File: src/rtl/rx_filt_pkg.sv
package rx_filt_pkg;
  typedef enum logic [2:0] {
    RSN_NONE  = 3'd0,
    RSN_TYPE  = 3'd1,
    RSN_BCAST = 3'd2,
    RSN_UHASH = 3'd3,
    RSN_MHASH = 3'd4,
    RSN_COPY  = 3'd5
  } rsn_e;
endpackage

File: src/rtl/rx_hdr_capture.sv
module rx_hdr_capture #(
  parameter int ADDR_W = 48,
  parameter int TYPE_W = 16
) (
  input  logic              clk_i,
  input  logic              rst_ni,
  input  logic              sof_i,
  input  logic              data_valid_i,
  input  logic [7:0]        data_i,
  output logic [ADDR_W-1:0] da_o,
  output logic [TYPE_W-1:0] type_o,
  output logic              hdr_done_o
);
  localparam int ADDR_BYTES = ADDR_W / 8;
  localparam int TYPE_BYTES = TYPE_W / 8;
  localparam int HDR_BYTES  = 2 * ADDR_BYTES + TYPE_BYTES;
  localparam int CNT_W      = $clog2(HDR_BYTES + 1);
  localparam logic [CNT_W-1:0] TYPE_FIRST = CNT_W'(2 * ADDR_BYTES);
  localparam logic [CNT_W-1:0] HDR_LAST   = CNT_W'(HDR_BYTES - 1);
  localparam logic [CNT_W-1:0] HDR_END    = CNT_W'(HDR_BYTES);

  logic [CNT_W-1:0]  cnt_q;
  logic [TYPE_W-1:0] type_q;
  logic              done_q;
  logic [7:0]        da_b [ADDR_BYTES];

  // cnt_q == 0: idle; counts bytes already taken in the current header
  wire take = data_valid_i && !sof_i && (cnt_q != '0) && (cnt_q != HDR_END);

  always_ff @(posedge clk_i or negedge rst_ni) begin
    if (!rst_ni) begin
      cnt_q  <= '0;
      type_q <= '0;
      done_q <= 1'b0;
    end else begin
      done_q <= 1'b0;
      if (data_valid_i && sof_i) begin
        cnt_q <= CNT_W'(1);
      end else if (take) begin
        cnt_q <= cnt_q + CNT_W'(1);
        if (cnt_q >= TYPE_FIRST) type_q <= {type_q[TYPE_W-9:0], data_i};
        if (cnt_q == HDR_LAST) done_q <= 1'b1;
      end
    end
  end

  for (genvar b = 0; b < ADDR_BYTES; b++) begin : g_da
    always_ff @(posedge clk_i or negedge rst_ni) begin
      if (!rst_ni) begin
        da_b[b] <= '0;
      end else if (b == 0 && data_valid_i && sof_i) begin
        da_b[b] <= data_i;
      end else if (b != 0 && take && cnt_q == CNT_W'(b)) begin
        da_b[b] <= data_i;
      end
    end
    assign da_o[8*b +: 8] = da_b[b];
  end

  assign type_o     = type_q;
  assign hdr_done_o = done_q;
endmodule

File: src/rtl/rx_hash_index.sv
module rx_hash_index #(
  parameter int ADDR_W = 48,
  parameter int HASH_W = 6
) (
  input  logic [ADDR_W-1:0] da_i,
  output logic [HASH_W-1:0] idx_o
);
  localparam int FOLDS = ADDR_W / HASH_W;

  for (genvar j = 0; j < HASH_W; j++) begin : g_bit
    logic acc;
    always_comb begin
      acc = 1'b0;
      for (int k = 0; k < FOLDS; k++) acc = acc ^ da_i[k*HASH_W + j];
    end
    assign idx_o[j] = acc;
  end
endmodule

File: src/rtl/rx_type_match.sv
module rx_type_match #(
  parameter int N_IDS  = 4,
  parameter int TYPE_W = 16
) (
  input  logic [TYPE_W-1:0]       type_i,
  input  logic [N_IDS*TYPE_W-1:0] ids_i,
  output logic [N_IDS-1:0]        hit_o,
  output logic                    any_o
);
  for (genvar k = 0; k < N_IDS; k++) begin : g_cmp
    assign hit_o[k] = (type_i == ids_i[k*TYPE_W +: TYPE_W]);
  end
  assign any_o = |hit_o;
endmodule

File: src/rtl/rx_accept_filter.sv
module rx_accept_filter
  import rx_filt_pkg::*;
#(
  parameter int N_TYPE_IDS = 4,
  parameter int ADDR_W     = 48,
  parameter int TYPE_W     = 16,
  parameter int HASH_W     = 6,
  localparam int TABLE_W   = 1 << HASH_W
) (
  input  logic                         clk_i,
  input  logic                         rst_ni,
  input  logic                         sof_i,
  input  logic                         data_valid_i,
  input  logic [7:0]                   data_i,
  input  logic [N_TYPE_IDS*TYPE_W-1:0] cfg_type_id_i,
  input  logic                         cfg_uni_hash_en_i,
  input  logic                         cfg_multi_hash_en_i,
  input  logic [TABLE_W-1:0]           cfg_hash_table_i,
  input  logic                         cfg_no_bcast_i,
  input  logic                         cfg_copy_all_i,
  output logic                         decision_valid_o,
  output logic                         accept_o,
  output logic [2:0]                   reason_o
);
  logic [ADDR_W-1:0]     da;
  logic [TYPE_W-1:0]     type_q;
  logic                  hdr_done;
  logic [HASH_W-1:0]     hash_idx;
  logic [N_TYPE_IDS-1:0] type_hits;
  logic                  type_hit;

  rx_hdr_capture #(.ADDR_W(ADDR_W), .TYPE_W(TYPE_W)) u_cap (
    .clk_i, .rst_ni, .sof_i, .data_valid_i, .data_i,
    .da_o(da), .type_o(type_q), .hdr_done_o(hdr_done)
  );

  rx_hash_index #(.ADDR_W(ADDR_W), .HASH_W(HASH_W)) u_hash (
    .da_i(da), .idx_o(hash_idx)
  );

  rx_type_match #(.N_IDS(N_TYPE_IDS), .TYPE_W(TYPE_W)) u_type (
    .type_i(type_q), .ids_i(cfg_type_id_i), .hit_o(type_hits), .any_o(type_hit)
  );

  wire is_bcast  = &da;
  wire is_group  = da[0];
  wire tbl_bit   = cfg_hash_table_i[hash_idx];
  wire bcast_ok  = is_bcast && !cfg_no_bcast_i;
  wire uhash_hit = cfg_uni_hash_en_i && !is_group && tbl_bit;
  wire mhash_hit = cfg_multi_hash_en_i && is_group && !is_bcast && tbl_bit;

  rsn_e rsn_d;
  always_comb begin
    if (type_hit)            rsn_d = RSN_TYPE;
    else if (bcast_ok)       rsn_d = RSN_BCAST;
    else if (uhash_hit)      rsn_d = RSN_UHASH;
    else if (mhash_hit)      rsn_d = RSN_MHASH;
    else if (cfg_copy_all_i) rsn_d = RSN_COPY;
    else                     rsn_d = RSN_NONE;
  end

  wire accept_d = type_hit | bcast_ok | uhash_hit | mhash_hit | cfg_copy_all_i;

  always_ff @(posedge clk_i or negedge rst_ni) begin
    if (!rst_ni) begin
      decision_valid_o <= 1'b0;
      accept_o         <= 1'b0;
      reason_o         <= RSN_NONE;
    end else if (data_valid_i && sof_i) begin
      decision_valid_o <= 1'b0;
      accept_o         <= 1'b0;
      reason_o         <= RSN_NONE;
    end else if (hdr_done) begin
      decision_valid_o <= 1'b1;
      accept_o         <= accept_d;
      reason_o         <= rsn_d;
    end
  end
endmodule

File: config.mk
export PLATFORM = sky130hd
export DESIGN_NAME = rx_accept_filter
export DESIGN_NICKNAME = d
export VERILOG_FILES = /design/src/rtl/rx_filt_pkg.sv /design/src/rtl/rx_hdr_capture.sv /design/src/rtl/rx_hash_index.sv /design/src/rtl/rx_type_match.sv /design/src/rtl/rx_accept_filter.sv
export SDC_FILE = /design/constraint.sdc
export NUM_CORES = 1
export LEC_CHECK = 0
export BUFFER_PORTS_ARGS = -buffer_cell sky130_fd_sc_hd__buf_4
export CAP_MARGIN = 10
export CELL_PAD_IN_SITES_DETAIL_PLACEMENT = 0
export CELL_PAD_IN_SITES_GLOBAL_PLACEMENT = 1
export CORE_ASPECT_RATIO = 1.5
export CORE_UTILIZATION = 41
export CTS_CLUSTER_SIZE = 16
export DETAILED_ROUTE_END_ITERATION = 12
export PLACE_DENSITY = 0.82
export SKIP_CTS_REPAIR_TIMING = 1
export SYNTH_ARGS = -nofsm -noshare
export SYNTH_HDL_FRONTEND = slang
export SYNTH_HIERARCHICAL = 1
export SYNTH_SLANG_ARGS = --single-unit
File: constraint.sdc
create_clock -name clk_i -period 4.1 [get_ports clk_i]
set_clock_uncertainty 0.15 [all_clocks]
set_input_delay 1.025 -clock clk_i [delete_from_list [all_inputs] [get_ports clk_i]]
set_output_delay 1.025 -clock clk_i [all_outputs]
set_load 0.01 [all_outputs]
==> results of run 1 <==
-- kinds of logic (layout without fill, tap and decap cells) --
| family | Yosys count | after routing | share of synthesized area [%] |
|---|---|---|---|
| and+or+nand+nor | 81 | 81 | 10.69 |
| xor gates and xnor gates | 106 | 106 | 18.70 |
| adders and majority gates | 4 | 4 | 1.008 |
| muxes | 87 | 87 | 22.93 |
| buffers and inverters | 40 | 175 | 5.544 |
| DFF | 74 | 74 | 37.30 |
| AOI/OAI and AO/OA | 25 | 25 | 3.831 |
-- metal layers --
metal | global-route usage (%) | wire (um) | vias up | part of all wire [%]
met2 | 38.81 | 6920 | 106 | 55
li1 | - | - | 1754 | -
met5 | 0 | 0 | - | 0
met4 | 9.896 | 471 | 0 | 3.7
met1 | 22.25 | 4718 | 1830 | 37
met3 | 4.111 | 569 | 32 | 4.5
-- cells in the final DEF, fill, tap and decap left out, types with 3 or more instances in the layout --
cell type	synthesis	routed
sky130_fd_sc_hd__clkbuf_16	0	9
sky130_fd_sc_hd__xor2_1	6	6
sky130_fd_sc_hd__mux4_2	14	14
sky130_fd_sc_hd__o21ai_0	4	4
sky130_fd_sc_hd__nor2_1	12	12
sky130_fd_sc_hd__nor4_1	5	5
sky130_fd_sc_hd__o22ai_1	3	3
sky130_fd_sc_hd__buf_4	25	151
sky130_fd_sc_hd__nand4_1	29	29
sky130_fd_sc_hd__nand2_1	8	8
sky130_fd_sc_hd__mux2_2	65	65
sky130_fd_sc_hd__xnor2_1	100	98
sky130_fd_sc_hd__inv_1	8	8
sky130_fd_sc_hd__ha_1	4	4
sky130_fd_sc_hd__nand3_2	4	4
sky130_fd_sc_hd__dfrtp_1	74	74
sky130_fd_sc_hd__mux2i_1	5	5
sky130_fd_sc_hd__nand3_1	3	3
sky130_fd_sc_hd__clkbuf_8	0	3
-- per-stage QoR --
stage / total power [mW] / util [%] / setup slack (ns) / hold slack, ns
final: 6.129 / 54.48 / 0.5413 / 0.3430
after global routing: 6.556 / 54.48 / 0.2994 / 0.3857
after CTS: 6.167 / 54.48 / 0.5233 / 0.3466
after detailed placement: 5.400 / 51.98 / 0.5359 / 0.3338
after global placement: 5.320 / 51.98 / 0.5681 / 0.3261
after floorplan: 5.051 / - / 1.175 / 0.3319
-- state kept, by name, indices dropped and copies added, names as in the netlist --
signal / cells
decision_valid_o: 1
accept_o: 1
u_cap/hdr_done_o: 1
u_cap/cnt_q: 4
reason_o: 3
u_cap/type_o: 16
u_cap/da_o: 48
-- worst max-delay path, stage by stage (launching register included) --
cell and delay [ns]:
sky130_fd_sc_hd__dfrtp_1 0.41, sky130_fd_sc_hd__xnor2_1 0.23, sky130_fd_sc_hd__xnor2_1 0.13, sky130_fd_sc_hd__xnor2_2 0.58, sky130_fd_sc_hd__buf_4 0.31, sky130_fd_sc_hd__mux4_2 0.51
sky130_fd_sc_hd__nor2_1 0.10, sky130_fd_sc_hd__nor4b_1 0.07, sky130_fd_sc_hd__or4_4 0.53, sky130_fd_sc_hd__nand4b_2 0.15, sky130_fd_sc_hd__nand2_2 0.07, sky130_fd_sc_hd__a31o_1 0.21
-- power by group through the flow --
stage                     registers (mW)  logic (mW)  clock network [mW]
after floorplan                     1.17        3.88                   0
after global placement              1.32        4.00                   0
after detailed placement            1.33        4.07                   0
after CTS                           1.32        4.08               0.765
after global routing                1.36        4.39               0.802
final                               1.32        4.06               0.749
-- worst min-delay path by stage --
stage	startpoint	end	slack, ns
2_1_floorplan	u_cap/type_o[15]	u_cap/type_o[15]	0.33
3_3_place_gp	reason_o[2]	reason_o[2]	0.33
3_5_place_dp	reason_o[2]	reason_o[2]	0.33
4_1_cts	reason_o[2]	reason_o[2]	0.35
5_1_grt	reason_o[2]	reason_o[2]	0.39
6_report	decision_valid_o	decision_valid_o	0.34
-- cell type report --
cell class | count | share of cell area (%)
clock inverters | 4 | 0.3942
inverters | 8 | 0.4731
well taps | 150 | 2.957
flip-flops and latches | 74 | 29.17
repair buffers | 151 | 17.86
clock buffers | 12 | 4.199
multi-input cells | 303 | 44.94
==> implementation parameters, run 1 <==
Parameter                              Value

Outcome
  Outcome ... complete, no violations

Layout
  Synth-to-layout area growth ... 27.85%
  Filler Cells Inserted ... around 1000
  Antenna cells ... 0
  Area of the multi-input gates ... around 2900 um2
  Number of nets in the layout ... between 600 and 700
  Final std cell area, no fill ... between 6000 and 7000 um2
  Footprint of the flip-flops and latches ... ~1900 um2
  Fraction of final layout cells with drive strength greater than 1 ... a little under 50%
  Final std cells w/o fill ... roughly 700

Logic synthesis
  Average cell area after synthesis ... around 12 um2
  Area of the mapped netlist ... roughly 5000 um2
  Synth async-reset ratio ... 100.0%
  Most used standard cell by instance count after synthesis ... sky130_fd_sc_hd__xnor2_1
  Post-synthesis instance total ... 417
  Total of flip-flops plus latches after synthesis ... 74
  Share of synthesized area occupied by flip-flops and latches ... a little under two fifths
  Syn Nets ... roughly 570
  Count of distinct cell types in the synthesized netlist ... 54
  Number of flops mapped to enable cells by yosys ... 0
  Cells taking the most area after synthesis ... sky130_fd_sc_hd__dfrtp_1, sky130_fd_sc_hd__xnor2_1, sky130_fd_sc_hd__mux2_2
  Number of warnings printed during yosys synthesis ... 6
  Most frequent cells after synthesis ... sky130_fd_sc_hd__xnor2_1, sky130_fd_sc_hd__dfrtp_1, sky130_fd_sc_hd__mux2_2
  Library cell occupying the most area in the post-synthesis netlist ... sky130_fd_sc_hd__dfrtp_1
  Top-area cell type share of the netlist area ... between 30% and 40%
  Predominant post-synthesis flop cell ... sky130_fd_sc_hd__dfrtp_1

Critical path
  Termination of the worst setup path ... reason_o[1]
  R2R depth ... 11
  Critical Path Fanout Max ... 10
  Destination of the worst register-to-register timing path ... reason_o[1]
  Register-to-register setup slack ... around 0.54 ns
  Startpoint of the worst setup timing path ... u_cap/da_o[24]
  Type of origin of the critical path ... flop
  Type of the worst setup path ... reg -> reg
  Endpoint class of the critical path ... flop
  Launch instance of the worst register-to-register path ... u_cap/da_o[24]
  WP data required ... approximately 4.2 ns
  Critical path data arrival time ... around 3.6 ns

Routing
  Detailed-route via count ... approximately 3700
  Sum of routed wire length over all layers ... between 10000 and 15000 um
  Initial DRC count ... 82
  Vias/cell ... 5.302
  Length of the first detailed-routing pass in iterations ... 4
  Number of remaining DRC errors ... 0
  Post-route antenna net violation count ... 0
  Average wire per cell in the routed design ... about 18 um

Power and ir drop
  Logic gate share of total power ... 66.2%
  Pint ... about 3.6 mW
  Proportion of total power due to net switching ... about two fifths
  Sequential fraction of design power ... between 20% and 30%
  Switching component of the power ... between 2 and 2.5 mW
  Relative contribution of the clock network to total power ... roughly an eighth
  Power per unit of standard cell area ... between 900 and 1000 nW/um2
  Peak VDD IR ... between 400 and 500 uV
  Leakage power of the design ... 2.750 nW

Placed design
  Cell Count Post-Placement ... ~690
  Routability congestion estimate from global placement ... 0.8487
  Placed instance area ... 6056 um2
  Count of buffers inserted at the top-level ports ... about 150
  Hpwl dp ... 10130 um

Clock tree
  Clock slew seen by the registers of the worst setup and hold paths ... 0.06 ns
  H-Tree Level Count ... 3
  Clock insertion delay at the later pin of the skew report ... around 0.33 ns
  Clock buffers created by TritonCTS ... 9
  CTS Root Cell ... sky130_fd_sc_hd__clkbuf_16
  CTS max path bufs ... 2
  TritonCTS clock tree ... done
  Sinks on Clock Net ... 74

Min path
  Cells on Worst Hold Path ... 2
  Worst min-delay path class ... reg -> reg

Timing
  Final Hold Viols ... 0
  Setup violations, final ... 0
  Setup repair after global routing missed its margin ... no
  Sum of negative setup slack ... 0 ns
  Highest attainable clock frequency ... approximately 0.28 GHz
  Worst Tran Pin Value ... 0.9338 ns
  Max_slew headroom ... a little under two fifths
  Share of the cycle needed by the critical path after routing ... just under 90%
  Number of pins exceeding their max-slew limit in the final report ... 0
  Fin crit period ... ~3.6 ns

Global routing
  Maximum number of pins on one net before global-route repair ... 75
  Vias in the first global route ... ~4000
  Wire length of the first global-routing pass ... between 15000 and 20000 um
  Initial antenna violation count ... 0
  GRT Total Usage ... 20.79%
  Remaining global-route overflow ... 0

Floorplan
  Horizontal die dimension ... 91.85 um
  Boundary Pins ... ~150
  Initial core utilization ... a little over two fifths
  Die height ... roughly 140 um
  Number of standard-cell rows in the floorplan ... 48
  Area enclosed by the die boundary ... ~13000 um2
  Placeable core area ... approximately 12000 um2

Job
  Number of maximum-capacitance constraint violations ... 0
Power figures use the tool's default switching activity.
==> inputs of run 2 (changes only) <==
Settings changed: CORE_UTILIZATION 41 to 42, CTS_BUF_LIST set to sky130_fd_sc_hd__clkbuf_2, PLACE_DENSITY 0.82 to 0.84.
==> run 2 against run 1 <==
  * Utilization decreased by 0.64 points
  * Via count increased by 0.89%
  * Critical path depth is the same
  * Critical endpoint unchanged
  * Largest power group unchanged
==> implementation parameters, run 2 (same netlist as run 1, synthesis figures left out) <==
Parameter                              Value

Clock tree
  CTS max path bufs ... 2
  H-Tree Level Count ... 3
  Sinks on Clock Net ... 74
  Clock slew seen by the registers of the worst setup and hold paths ... around 0.2 ns
  Clock insertion delay at the later pin of the skew report ... between 0.5 and 0.6 ns
  Clock buffers created by TritonCTS ... 9
  CTS Root Cell ... sky130_fd_sc_hd__clkbuf_2
  TritonCTS clock tree ... done

Timing
  Fin crit period ... between 3 and 4 ns
  Setup repair after global routing missed its margin ... no
  Share of the cycle needed by the critical path after routing ... between 80 and 90%
  Sum of negative setup slack ... 0 ns
  Final Hold Viols ... 0
  Worst Tran Pin Value ... roughly 0.94 ns
  Max_slew headroom ... 37.56%
  Number of pins exceeding their max-slew limit in the final report ... 0
  Highest attainable clock frequency ... ~0.30 GHz
  Setup violations, final ... 0

Critical path
  WP data required ... 4.40 ns
  Critical path data arrival time ... between 3 and 4 ns
  Library cell appearing most often on the critical path ... sky130_fd_sc_hd__xnor2_1
  Cell chain of the critical path ... xnor2_1 -> xnor2_1 -> xnor2_2 -> buf_6 -> mux4_2 -> o211ai_2 -> o22ai_1 -> or4_4 -> nand4b_2 -> nand2_2 -> a31o_1
  Critical-path top delay cell ... sky130_fd_sc_hd__mux4_2
  Type of the worst setup path ... reg -> reg
  Type of origin of the critical path ... flop
  Critical Path Fanout Max ... 12
  CP top delay family ... XOR/XNOR gates
  Endpoint class of the critical path ... flop
  CP bufs+invs ... 1
  Startpoint of the worst setup timing path ... u_cap/da_o[6]
  Launch instance of the worst register-to-register path ... u_cap/da_o[6]
  Critical path's largest stage delay ... between 0.5 and 0.6 ns

Global routing
  Remaining global-route overflow ... 0
  Initial antenna violation count ... 1
  Vias in the first global route ... 4122
  Maximum number of pins on one net before global-route repair ... 75
  GRT Total Usage ... between 20% and 30%
  Wire length of the first global-routing pass ... a little over 20000 um

Routing
  Length of the first detailed-routing pass in iterations ... 5
  Number of remaining DRC errors ... 0
  Post-route antenna net violation count ... 0
  Detailed-route via count ... 3755
  Average wire per cell in the routed design ... about 19 um
  Vias/cell ... 5.334
  Sum of routed wire length over all layers ... around 13000 um
  Initial DRC count ... roughly 190

Floorplan
  Horizontal die dimension ... 90.77 um
  Die height ... 135.2 um
  Boundary Pins ... ~150
  Placeable core area ... 11530 um2
  Area enclosed by the die boundary ... approximately 12000 um2
  Initial core utilization ... between 40% and 50%
  Number of standard-cell rows in the floorplan ... 48

Layout
  Number of flip-flops under the largest register name ... 48
  Final std cells w/o fill ... roughly 700
  Filler Cells Inserted ... around 1100
  Fraction of final layout cells with drive strength greater than 1 ... between 40 and 50%
  Synth-to-layout area growth ... 25.05%
  Number of nets in the layout ... 696
  Most frequent cells in the layout ... sky130_fd_sc_hd__buf_4, sky130_fd_sc_hd__xnor2_1, sky130_fd_sc_hd__dfrtp_1
  Most common cell after layout, fill and taps aside ... sky130_fd_sc_hd__buf_4

Outcome
  Outcome ... complete, no violations

Job
  Number of maximum-capacitance constraint violations ... 0

Placed design
  Count of buffers inserted at the top-level ports ... approximately 150
  Routability congestion estimate from global placement ... slightly below 0.9
  Hpwl dp ... between 10000 and 15000 um
  Cell Count Post-Placement ... roughly 690

Power and ir drop
  Power per unit of standard cell area ... 958.1 nW/um2
  Leakage power of the design ... around 2.7 nW
  Peak VDD IR ... between 500 and 600 uV

Min path
  Worst Hold Launch ... reason_o[2]
  Worst min-delay path class ... reg -> reg
==> run 2: area by class of cell <==
cell class | count | area, um2 | share of cell area [%]
Clock inverter | 7 | 93.84 | 1.511
Timing Repair Buffer | 152 | 1145 | 18.44
Clock buffer | 9 | 45.04 | 0.7255
Multi-Input combinational cell | 303 | 2853 | 45.95
Antenna cell | 1 | 2.502 | 0.04031
Sequential cell | 74 | 1852 | 29.83
Tap cell | 150 | 187.7 | 3.023
Inverter | 8 | 30.03 | 0.4837
==> run 2: final timing paths <==
check,depth (start not counted),slack (ns),endpoint
max in group asynchronous,1,2.76,u_cap/da_o[6]
hold / removal,2,0.39,reason_o[2]
hold reg to reg,2,0.39,reason_o[2]
setup / recovery,11,0.79,reason_o[1]
setup reg to reg,11,0.79,reason_o[1]
min in group asynchronous,1,0.44,u_cap/type_o[10]
==> run 2: through the flow <==
step	power, mW	instance area, um2	util [%]	worst slack, ns	hold slack [ns]
3_3_place_gp	5.357	6056	52.52	0.4395	0.3313
6_report	5.949	6208	53.84	0.7929	0.3877
3_5_place_dp	5.468	6056	52.52	0.3533	0.3625
2_1_floorplan	5.051	4965	-	1.175	0.3319
5_1_grt	6.410	6208	53.84	0.5503	0.4507
4_1_cts	5.940	6195	53.72	0.3152	0.4047
==> run 2: where the power goes <==
part / total, mW / internal, mW / switching, mW
clock: 0.471 / 0.201 / 0.270
sequential: 1.34 / 0.978 / 0.364
combinational: 4.14 / 2.26 / 1.87
total: 5.95 / 3.44 / 2.51
==> run 2: layer usage <==
layer / up-vias / part of all wire (%) / track usage (%)
met5: - / 0 / 0
met1: 1872 / 38 / 23.94
met4: 0 / 2.8 / 8.730
met2: 93 / 55 / 41.88
met3: 27 / 4.2 / 3.984
li1: 1763 / - / -
==> run 2: worst min-delay path, cell delays in order, from the launching register on <==
cell	delay, ns
sky130_fd_sc_hd__dfrtp_1	0.40
sky130_fd_sc_hd__nand2_1	0.07
sky130_fd_sc_hd__o31ai_2	0.05
==> inputs of run 3 (changes only) <==
Clock period 4.1 ns to 3.5 ns, I/O delays scaled along.
==> run 3 against run 2 <==
  * Largest cell class unchanged
  * Die area unchanged
  * Global-route usage shrank 0.14 points
  * Utilization up 0.065 points
  * Critical path type unchanged
  * Sequential power increased by 17%
  * Via count unchanged
  * Critical endpoint unchanged
  * Count of clock-buffer cells in the layout increased by 1
  * Power up 20%
  * Highest routed layer unchanged
==> implementation parameters, run 3 (same netlist as run 1, synthesis figures left out) <==
Parameter                              Value

Routing
  Vias/cell ... around 5.3
  Average wire per cell in the routed design ... between 15 and 20 um
  Length of the first detailed-routing pass in iterations ... 4
  Detailed-route via count ... between 3000 and 4000
  Post-route antenna net violation count ... 0
  Number of remaining DRC errors ... 0
  Sum of routed wire length over all layers ... about 13000 um
  Initial DRC count ... roughly 140

Global routing
  Wire length of the first global-routing pass ... slightly above 20000 um
  Remaining global-route overflow ... 0
  Maximum number of pins on one net before global-route repair ... 75
  Initial antenna violation count ... 1
  Vias in the first global route ... 4050
  GRT Total Usage ... 21.88%

Timing
  Final Hold Viols ... 0
  Setup violations, final ... 0
  Max_slew headroom ... 39.04%
  Sum of negative setup slack ... 0 ns
  Worst Tran Pin Value ... roughly 0.9 ns
  Highest attainable clock frequency ... about 0.31 GHz
  Share of the cycle needed by the critical path after routing ... 92.72%
  Setup repair after global routing missed its margin ... no
  Fin crit period ... ~3.2 ns
  Worst Slack Setup Final ... ~0.25 ns
  Number of pins exceeding their max-slew limit in the final report ... 0
  Final hold slack ... between 0.3 and 0.4 ns

Clock tree
  Sinks on Clock Net ... 74
  CTS Root Cell ... sky130_fd_sc_hd__clkbuf_2
  TritonCTS clock tree ... done
  CTS max path bufs ... 2
  Clock slew seen by the registers of the worst setup and hold paths ... ~0.20 ns
  Clock insertion delay at the later pin of the skew report ... between 0.5 and 0.6 ns
  Clock buffers created by TritonCTS ... 9
  H-Tree Level Count ... 3

Outcome
  Outcome ... complete, no violations

Critical path
  WP data required ... 3.79 ns
  Critical Path Fanout Max ... 14
  Critical path data arrival time ... 3.53 ns
  Endpoint class of the critical path ... flop
  Type of the worst setup path ... reg -> reg
  Type of origin of the critical path ... flop

Layout
  Filler Cells Inserted ... roughly 1100
  Finished Core Util ... 53.91%
  Fraction of final layout cells with drive strength greater than 1 ... 48.28%
  Most frequent cells in the layout ... sky130_fd_sc_hd__buf_4, sky130_fd_sc_hd__xnor2_1, sky130_fd_sc_hd__dfrtp_1
  Number of flip-flops under the largest register name ... 48
  Final std cell area, no fill ... 6216 um2
  Number of nets in the layout ... ~700
  Most common cell after layout, fill and taps aside ... sky130_fd_sc_hd__buf_4
  Final std cells w/o fill ... just over 700
  Synth-to-layout area growth ... 25.20%

Placed design
  Routability congestion estimate from global placement ... just under 0.9
  Worst setup slack after placement ... -0.09627 ns
  Count of buffers inserted at the top-level ports ... around 150
  Cell Count Post-Placement ... slightly below 700
  Placed instance area ... around 6000 um2
  Hpwl dp ... 10200 um

Floorplan
  Placeable core area ... approximately 12000 um2
  Initial core utilization ... between 40% and 50%
  Boundary Pins ... between 100 and 150
  Number of standard-cell rows in the floorplan ... 48
  Die height ... around 140 um
  Horizontal die dimension ... ~91 um
  Area enclosed by the die boundary ... 12270 um2

Min path
  Worst min-delay path class ... in -> async

Job
  Number of maximum-capacitance constraint violations ... 0

Power and ir drop
  Power per unit of standard cell area ... approximately 1100 nW/um2
  Leakage power of the design ... approximately 2.7 nW
  Peak VDD IR ... between 600 and 700 uV
  PnR Total Power ... 7.109 mW
==> run 3: changes by cell type in the layout (fill, tap and decap cells not counted), sizes merged <==
cell / change
clkinvlp: -1
clkinv: +1
bufinv: -1
clkbuf: +1
==> run 3: final timing paths <==
path	startpoint	endpoint	slack, ns	depth (start not counted)
min in group clk_i	reason_o[2]	reason_o[2]	0.37	2
max in group asynchronous	rst_ni	u_cap/da_o[3]	2.30	1
max reg2reg	u_cap/da_o[36]	reason_o[1]	0.25	11
min reg2reg	reason_o[2]	reason_o[2]	0.37	2
max	u_cap/da_o[36]	reason_o[1]	0.25	11
min	rst_ni	u_cap/cnt_q[3]	0.31	1
==> run 3: area by class of cell <==
type / instances / area [um2] / share of cell area, %
inverter: 8 / 30.03 / 0.4831
antenna: 1 / 2.502 / 0.04026
tap: 150 / 187.7 / 3.019
timing repair buffer: 152 / 1154 / 18.56
clock inverter: 6 / 57.56 / 0.9259
sequential: 74 / 1852 / 29.79
clock buffer: 10 / 50.05 / 0.8052
multi-input combinational: 303 / 2883 / 46.38
==> run 3: power breakdown <==
group | internal [mW] | switching (mW) | leakage (nW)
Combinational | 2.81 | 2.28 | 1.67
Clock | 0.163 | 0.292 | 0.0731
Sequential | 1.15 | 0.421 | 0.960
Total | 4.12 | 2.99 | 2.70
==> run 3: critical path, stage by stage (launching register included) <==
cell and delay, ns:
sky130_fd_sc_hd__dfrtp_1 0.45, sky130_fd_sc_hd__xor2_1 0.19, sky130_fd_sc_hd__xnor2_1 0.39, sky130_fd_sc_hd__xnor2_4 0.17
sky130_fd_sc_hd__buf_12 0.17, sky130_fd_sc_hd__mux4_2 0.52, sky130_fd_sc_hd__o211ai_2 0.15, sky130_fd_sc_hd__o22ai_1 0.11
sky130_fd_sc_hd__or4_4 0.44, sky130_fd_sc_hd__nand4b_2 0.14, sky130_fd_sc_hd__nand2_2 0.07, sky130_fd_sc_hd__a31o_1 0.22
==> run 3: per-layer routing <==
metal | track usage, % | part of all wire (%) | up-vias
li1 | - | - | 1764
met1 | 24.74 | 38 | 1860
met2 | 40.78 | 56 | 100
met3 | 3.760 | 3.3 | 31
met4 | 8.377 | 2.9 | 0
met5 | 0 | 0 | -
